===== src/rtl/uart_irq_pkg.sv =====
`timescale 1ns/1ps
package uart_irq_pkg;

  // Lower nibble of the identification byte, one code per cause.
  typedef enum logic [3:0] {
    ID_NONE    = 4'b0001,
    ID_LINE    = 4'b0110,
    ID_RDA     = 4'b0100,
    ID_TIMEOUT = 4'b1100,
    ID_THRE    = 4'b0010
  } irqId_t;

  // Strobes sent from the control to the pending-state datapath.
  typedef struct packed {
    logic setLine;
    logic clrLine;
    logic clrTimeout;
    logic setThre;
    logic clrThre;
  } irqStrobes_t;

  localparam logic [3:0] IIR_FIFO_MARK = 4'hC;

endpackage


===== src/rtl/uart_irq_ctrl.sv =====
`timescale 1ns/1ps
module uart_irq_ctrl
  import uart_irq_pkg::*;
#(
  parameter int ERR_W = 4
) (
  input  logic             clk,
  input  logic             rst_n,
  input  logic [ERR_W-1:0] lineErr,
  input  logic             txEmpty,
  input  logic             threEnable,
  input  logic             iirRead,
  input  logic             lsrRead,
  input  logic             rbrRead,
  input  logic             thrWrite,
  input  irqId_t           shownId,
  output irqStrobes_t      strobes
);

  logic [ERR_W-1:0] errPrev;
  logic             txPrev;
  logic             threEnPrev;

  always_ff @(posedge clk or negedge rst_n) begin
    if (!rst_n) begin
      errPrev    <= '0;
      txPrev     <= 1'b0;
      threEnPrev <= 1'b0;
    end else begin
      errPrev    <= lineErr;
      txPrev     <= txEmpty;
      threEnPrev <= threEnable;
    end
  end

  logic newErr;
  logic txRise;
  logic enRise;
  logic threShown;

  always_comb begin
    newErr    = |(lineErr & ~errPrev);
    txRise    = txEmpty & ~txPrev;
    enRise    = threEnable & ~threEnPrev;
    threShown = (shownId == ID_THRE);

    strobes.setLine    = newErr;
    strobes.clrLine    = lsrRead;
    strobes.clrTimeout = rbrRead;
    strobes.setThre    = txRise | (txEmpty & enRise);
    strobes.clrThre    = thrWrite | ~txEmpty | (iirRead & threShown);
  end

  // an identification read with another code shown must not clear the transmit-empty cause
  assert_iir_read_scope_R7: assert property (@(posedge clk) disable iff (!rst_n)
    (iirRead && !threShown && !thrWrite && txEmpty) |-> !strobes.clrThre);

endmodule


===== src/rtl/uart_irq_dpath.sv =====
`timescale 1ns/1ps
module uart_irq_dpath
  import uart_irq_pkg::*;
#(
  parameter int CNT_W         = 5,
  parameter int TO_W          = 4,
  parameter int TIMEOUT_CHARS = 4,
  parameter int TRIG_L0       = 1,
  parameter int TRIG_L1       = 4,
  parameter int TRIG_L2       = 8,
  parameter int TRIG_L3       = 14
) (
  input  logic             clk,
  input  logic             rst_n,
  input  irqStrobes_t      strobes,
  input  logic [2:0]       ierEn,
  input  logic [CNT_W-1:0] rxCount,
  input  logic [1:0]       trigSel,
  input  logic [TO_W-1:0]  idleChars,
  output irqId_t           shownId,
  output logic [7:0]       iirValue
);

  localparam logic [CNT_W-1:0] LVL0     = CNT_W'(TRIG_L0);
  localparam logic [CNT_W-1:0] LVL1     = CNT_W'(TRIG_L1);
  localparam logic [CNT_W-1:0] LVL2     = CNT_W'(TRIG_L2);
  localparam logic [CNT_W-1:0] LVL3     = CNT_W'(TRIG_L3);
  localparam logic [TO_W-1:0]  IDLE_LIM = TO_W'(TIMEOUT_CHARS);

  logic [CNT_W-1:0] trigLevel;
  logic             aboveLevel;
  logic             fifoHasData;
  logic             idleHit;

  always_comb begin
    unique case (trigSel)
      2'd0:    trigLevel = LVL0;
      2'd1:    trigLevel = LVL1;
      2'd2:    trigLevel = LVL2;
      default: trigLevel = LVL3;
    endcase
    aboveLevel  = (rxCount >= trigLevel);
    fifoHasData = (rxCount != '0);
    idleHit     = (idleChars >= IDLE_LIM);
  end

  logic linePend;
  logic rdaPend;
  logic toPend;
  logic threPend;

  always_ff @(posedge clk or negedge rst_n) begin
    if (!rst_n) begin
      linePend <= 1'b0;
      rdaPend  <= 1'b0;
      toPend   <= 1'b0;
      threPend <= 1'b0;
    end else begin
      linePend <= strobes.setLine | (linePend & ~strobes.clrLine);
      rdaPend  <= aboveLevel;
      toPend   <= fifoHasData & ~strobes.clrTimeout & (toPend | idleHit);
      threPend <= ~strobes.clrThre & (threPend | strobes.setThre);
    end
  end

  logic selLine;
  logic selRda;
  logic selTo;
  logic selThre;

  always_comb begin
    selLine = linePend & ierEn[2];
    selRda  = rdaPend & ierEn[0] & ~selLine;
    selTo   = toPend & ierEn[0] & ~selLine & ~selRda;
    selThre = threPend & ierEn[1] & ~selLine & ~selRda & ~selTo;

    if (selLine)      shownId = ID_LINE;
    else if (selRda)  shownId = ID_RDA;
    else if (selTo)   shownId = ID_TIMEOUT;
    else if (selThre) shownId = ID_THRE;
    else              shownId = ID_NONE;

    iirValue = {IIR_FIFO_MARK, shownId};
  end

  // a line-status read with no fresh error leaves the cause clear afterwards
  assert_line_clear_R2: assert property (@(posedge clk) disable iff (!rst_n)
    (strobes.clrLine && !strobes.setLine) |=> !linePend);

  // the data-available code is only ever shown with its enable set
  assert_rda_enabled_R3: assert property (@(posedge clk) disable iff (!rst_n)
    (shownId == ID_RDA) |-> ierEn[0]);

  // an empty receive queue leaves no timeout pending at the next edge
  assert_timeout_empty_R5: assert property (@(posedge clk) disable iff (!rst_n)
    (rxCount == '0) |=> !toPend);

  // any transmit-empty clear strobe removes the cause
  assert_thre_clear_R6: assert property (@(posedge clk) disable iff (!rst_n)
    strobes.clrThre |=> !threPend);

  // at most one cause is selected for display
  assert_single_source_R10: assert property (@(posedge clk) disable iff (!rst_n)
    $onehot0({selLine, selRda, selTo, selThre}));

endmodule


===== src/rtl/uart_irq_ident.sv =====
`timescale 1ns/1ps
module uart_irq_ident
  import uart_irq_pkg::*;
#(
  parameter int ERR_W         = 4,
  parameter int CNT_W         = 5,
  parameter int TO_W          = 4,
  parameter int TIMEOUT_CHARS = 4
) (
  input  logic             clk,
  input  logic             rst_n,
  input  logic [2:0]       ierEn,
  input  logic [ERR_W-1:0] lineErr,
  input  logic [CNT_W-1:0] rxCount,
  input  logic [1:0]       trigSel,
  input  logic [TO_W-1:0]  idleChars,
  input  logic             txEmpty,
  input  logic             iirRead,
  input  logic             lsrRead,
  input  logic             rbrRead,
  input  logic             thrWrite,
  output logic [7:0]       iirValue,
  output logic             irq
);

  irqStrobes_t strobes;
  irqId_t      shownId;

  uart_irq_ctrl #(.ERR_W(ERR_W)) ctrl (
    .clk        (clk),
    .rst_n      (rst_n),
    .lineErr    (lineErr),
    .txEmpty    (txEmpty),
    .threEnable (ierEn[1]),
    .iirRead    (iirRead),
    .lsrRead    (lsrRead),
    .rbrRead    (rbrRead),
    .thrWrite   (thrWrite),
    .shownId    (shownId),
    .strobes    (strobes)
  );

  uart_irq_dpath #(
    .CNT_W         (CNT_W),
    .TO_W          (TO_W),
    .TIMEOUT_CHARS (TIMEOUT_CHARS)
  ) dpath (
    .clk       (clk),
    .rst_n     (rst_n),
    .strobes   (strobes),
    .ierEn     (ierEn),
    .rxCount   (rxCount),
    .trigSel   (trigSel),
    .idleChars (idleChars),
    .shownId   (shownId),
    .iirValue  (iirValue)
  );

  assign irq = ~iirValue[0];

  // with every enable cleared the request line stays low
  assert_mask_R9: assert property (@(posedge clk) disable iff (!rst_n)
    (ierEn == 3'b000) |-> !irq);

  // a raised request always comes with a non-idle code
  assert_irq_code_R8: assert property (@(posedge clk) disable iff (!rst_n)
    irq |-> (iirValue != 8'hC1));

endmodule


===== config.mk =====
export PLATFORM = sky130hd
export DESIGN_NAME = uart_irq_ident
export DESIGN_NICKNAME = d
export VERILOG_FILES = /design/src/rtl/uart_irq_pkg.sv /design/src/rtl/uart_irq_ctrl.sv /design/src/rtl/uart_irq_dpath.sv /design/src/rtl/uart_irq_ident.sv
export SDC_FILE = /design/constraint.sdc
export NUM_CORES = 1
export LEC_CHECK = 0
export CAP_MARGIN = 20
export CORE_UTILIZATION = 37
export DETAILED_ROUTE_END_ITERATION = 16
export PLACE_DENSITY = 0.84
export SYNTH_ARGS = -nofsm -noshare
export SYNTH_HDL_FRONTEND = slang
export SYNTH_HIERARCHICAL = 1
export SYNTH_SLANG_ARGS = --single-unit

===== constraint.sdc =====
create_clock -name clk -period 1.9 [get_ports clk]
set_input_delay 0.19 -clock clk [delete_from_list [all_inputs] [get_ports clk]]
set_output_delay 0.19 -clock clk [all_outputs]
set_load 0.05 [all_outputs]

==> key figures <==
Routing
  – Routed length per instance: 9.81 um
  – Drt pass-1 iters: 2
  – Routed wire length: 1000 um
  – Vias after detailed routing: 486
  – Initial drt markers: 1
  – Remaining antenna violation count after routing: 0
  – Final routed DRC violation total: 0
  – Per-cell via count in the routed design: 4.76

STA
  – Share of the clock period used by the worst path: ~85%
  – Worst Hold Margin: 237 ps
  – RSZ-0062 raised after global routing: no
  – Setup violations, final: 0
  – Final number of max-transition violations: 0
  – Final sum of negative setup slack: 0 ps
  – Number of hold violations in the final report: 0
  – Fin Clk Skew: between 0.8 and 0.9 ps
  – Post-layout min period: 1610 ps
  – FMAX: around 620 MHz

Worst hold path
  – HP Class: in2async

Place
  – Routability-driven placement congestion ratio: 0.803
  – Number of port buffers: 27
  – Half-perimeter wire length after detailed placement: just under 900 um

Global route
  – Global-route wire length before repair: between 1500 and 2000 um
  – Largest net degree at the start of global routing: 11
  – GRT Residual Overflow: 0
  – Number of antenna violations at the first check in global routing: 0
  – Global router's overall resource usage: 14.1%
  – Number of global-route vias before repair: between 400 and 500

Setup path
  – Startpoint-to-endpoint class of the critical path: reg2out
  – Data required time at the worst endpoint: about 1700 ps
  – CP Capture Type: output pin
  – Series of cell instances along the critical path: o21ai_1, nand2_2, a21oi_4, inv_1, buf_12
  – Delay of the slowest critical-path stage: 390 ps
  – Maximum fanout count along the critical path: 3
  – Slowest CP cell: sky130_fd_sc_hd__dfrtp_1
  – Endpoint arrival time on the critical path: ~1400 ps
  – Setup crit start kind: flop

Clocking
  – Source-to-sink clock delay at the later pin of the worst-skew pair: approximately 250 ps
  – Post-CTS Repair Setup Buffers: 0
  – Root buffer cell: sky130_fd_sc_hd__clkbuf_4
  – CTS Hold Bufs: 0
  – Clock tree buffer depth: 2
  – CTS H-tree depth: 1
  – Clock-pin slew on the worst setup and hold paths: around 60 ps
  – CTS tree: done
  – Count of clock tree sinks: 10
  – Number of instances resized during post-cts repair: 0
  – CTS buffer count: 3

Cells and area
  – Layout Area Growth over Synthesis: 50.5%
  – Fill cells: 136
  – Number of nets in the layout: 117
  – Util after Layout: roughly 60%
  – Number of antenna diodes: 0
  – Ratio of cells with drive above 1 in the final layout: between 15 and 20%
  – Most frequent standard cell in the layout excluding fill and tap cells: sky130_fd_sc_hd__clkdlybuf4s50_1
  – Highest-count cells in the layout ignoring fill and taps: sky130_fd_sc_hd__clkdlybuf4s50_1, sky130_fd_sc_hd__dfrtp_1, sky130_fd_sc_hd__inv_1, sky130_fd_sc_hd__nand2b_1, sky130_fd_sc_hd__buf_12

Synthesis
  – Number of unique standard cell types used by synthesis: 20
  – Share of synthesized flip-flops with an asynchronous set or reset: 100%
  – Proportion of netlist area held by the largest area contributor: between 40% and 50%
  – Gate count of the mapped netlist: 65
  – Average cell area after synthesis: 9.26 um^2
  – Sequential fraction of the synthesis area: between 40% and 50%
  – Cell taking the most area after synthesis: sky130_fd_sc_hd__dfrtp_1
  – Netlist area before placement: ~600 um^2
  – Number of synthesized flops with an enable pin: 0
  – Yosys synthesis warning count: 6
  – Ys flop type: sky130_fd_sc_hd__dfrtp_1
  – Synth Register Bits: 10
  – Biggest area contributors in the synthesized netlist: sky130_fd_sc_hd__dfrtp_1, sky130_fd_sc_hd__buf_4, sky130_fd_sc_hd__ha_1

Die
  – Chip Width: approximately 42 um
  – Number of placed I/O pins: 34
  – Die footprint: approximately 1800 um^2
  – Height of the chip: ~42 um
  – Row count: 14
  – Initial cell density of the core: approximately 40%
  – Placeable Area: approximately 1500 um^2

Power
  – Power per standard cell area: between 600 and 700 nW/um^2
  – Static Leakage: around 0.4 nW
  – Worst VDD drop: between 0.2 and 0.3 mV

Run status
  – Outcome: completed

Flow run
  – Reported max-cap violation count: 0
==> sequential cells by signal, indices dropped and copies added, names as in the netlist <==
| register | count |
|---|---|
| dpath/linePend | 1 |
| dpath/rdaPend | 1 |
| ctrl/txPrev | 1 |
| ctrl/threEnPrev | 1 |
| ctrl/errPrev | 4 |
| dpath/threPend | 1 |
| dpath/toPend | 1 |
==> per-layer routing <==
metal  up-vias  share of wire [%]  GRT usage (%)
met5         -                  0              0
met3         0                7.5           2.59
met1       223                 41           17.7
li1        242                  -              -
met2        21                 51           22.8
met4         0                  0           7.50
==> path summary, 6_finish.rpt <==
path	from	end	slack [ps]	cells after the start
setup / recovery	dpath/toPend	irq	290	5
hold / removal	rst_n	ctrl/errPrev[0]	240	1
setup reg to reg	dpath/toPend	dpath/threPend	440	6
hold reg to reg	dpath/linePend	dpath/linePend	480	1
max in group asynchronous	rst_n	ctrl/errPrev[1]	1380	1
min in group clk	lineErr[2]	ctrl/errPrev[2]	410	1
==> where the power goes <==
group | switching (W) | internal [W] | total, W
clock | 0.0000599 | 0.0000725 | 0.000132
sequential | 0.00000659 | 0.000226 | 0.000233
combinational | 0.000102 | 0.0000992 | 0.000201
total | 0.000168 | 0.000398 | 0.000566
==> area by class of cell <==
| type | count | area (um^2) | share of cell area [%] |
|---|---|---|---|
| Clock buffer | 3 | 22.5 | 2.49 |
| Inverter | 7 | 26.3 | 2.90 |
| Multi-Input combinational cell | 39 | 267 | 29.4 |
| Sequential cell | 10 | 250 | 27.6 |
| Tap cell | 16 | 20.0 | 2.21 |
| Timing Repair Buffer | 27 | 320 | 35.4 |
==> cells in the mapped netlist (2+ instances only) <==
library cell	instances
sky130_fd_sc_hd__inv_1	7
sky130_fd_sc_hd__conb_1	2
sky130_fd_sc_hd__nand2_1	4
sky130_fd_sc_hd__nor3_1	4
sky130_fd_sc_hd__ha_1	4
sky130_fd_sc_hd__dfrtp_1	10
sky130_fd_sc_hd__a21oi_1	2
sky130_fd_sc_hd__nor2_1	5
sky130_fd_sc_hd__nand3_1	2
sky130_fd_sc_hd__buf_4	11
sky130_fd_sc_hd__nand2b_1	5
==> kinds of logic after synthesis <==
logic type	Yosys count	share of synthesized area (%)
adder cells (fa/ha/maj)	4	8.32
buffers and inverters	18	18.1
flip-flops	10	41.6
other	2	1.25
AO/OA/AOI/OAI	8	10.4
AND/OR/NAND/NOR	23	20.4
==> critical path: cells and delay by family, from the launching register on <==
kind	cells	cell delay, ps
AOI/OAI and AO/OA	2	390
buffers and inverters	2	250
DFF	1	390
and+or+nand+nor	1	140
==> per-stage QoR <==
step                      power (W)  std cells  worst slack (ps)  area, um^2
final                      0.000566        102               287         906
after global routing       0.000601        102               201         906
after CTS                  0.000576        102               270         906
after detailed placement   0.000439         99               143         883
after floorplan            0.000353         67              44.5         626
after global placement     0.000435         99               167         883
Power figures use the tool's default switching activity.
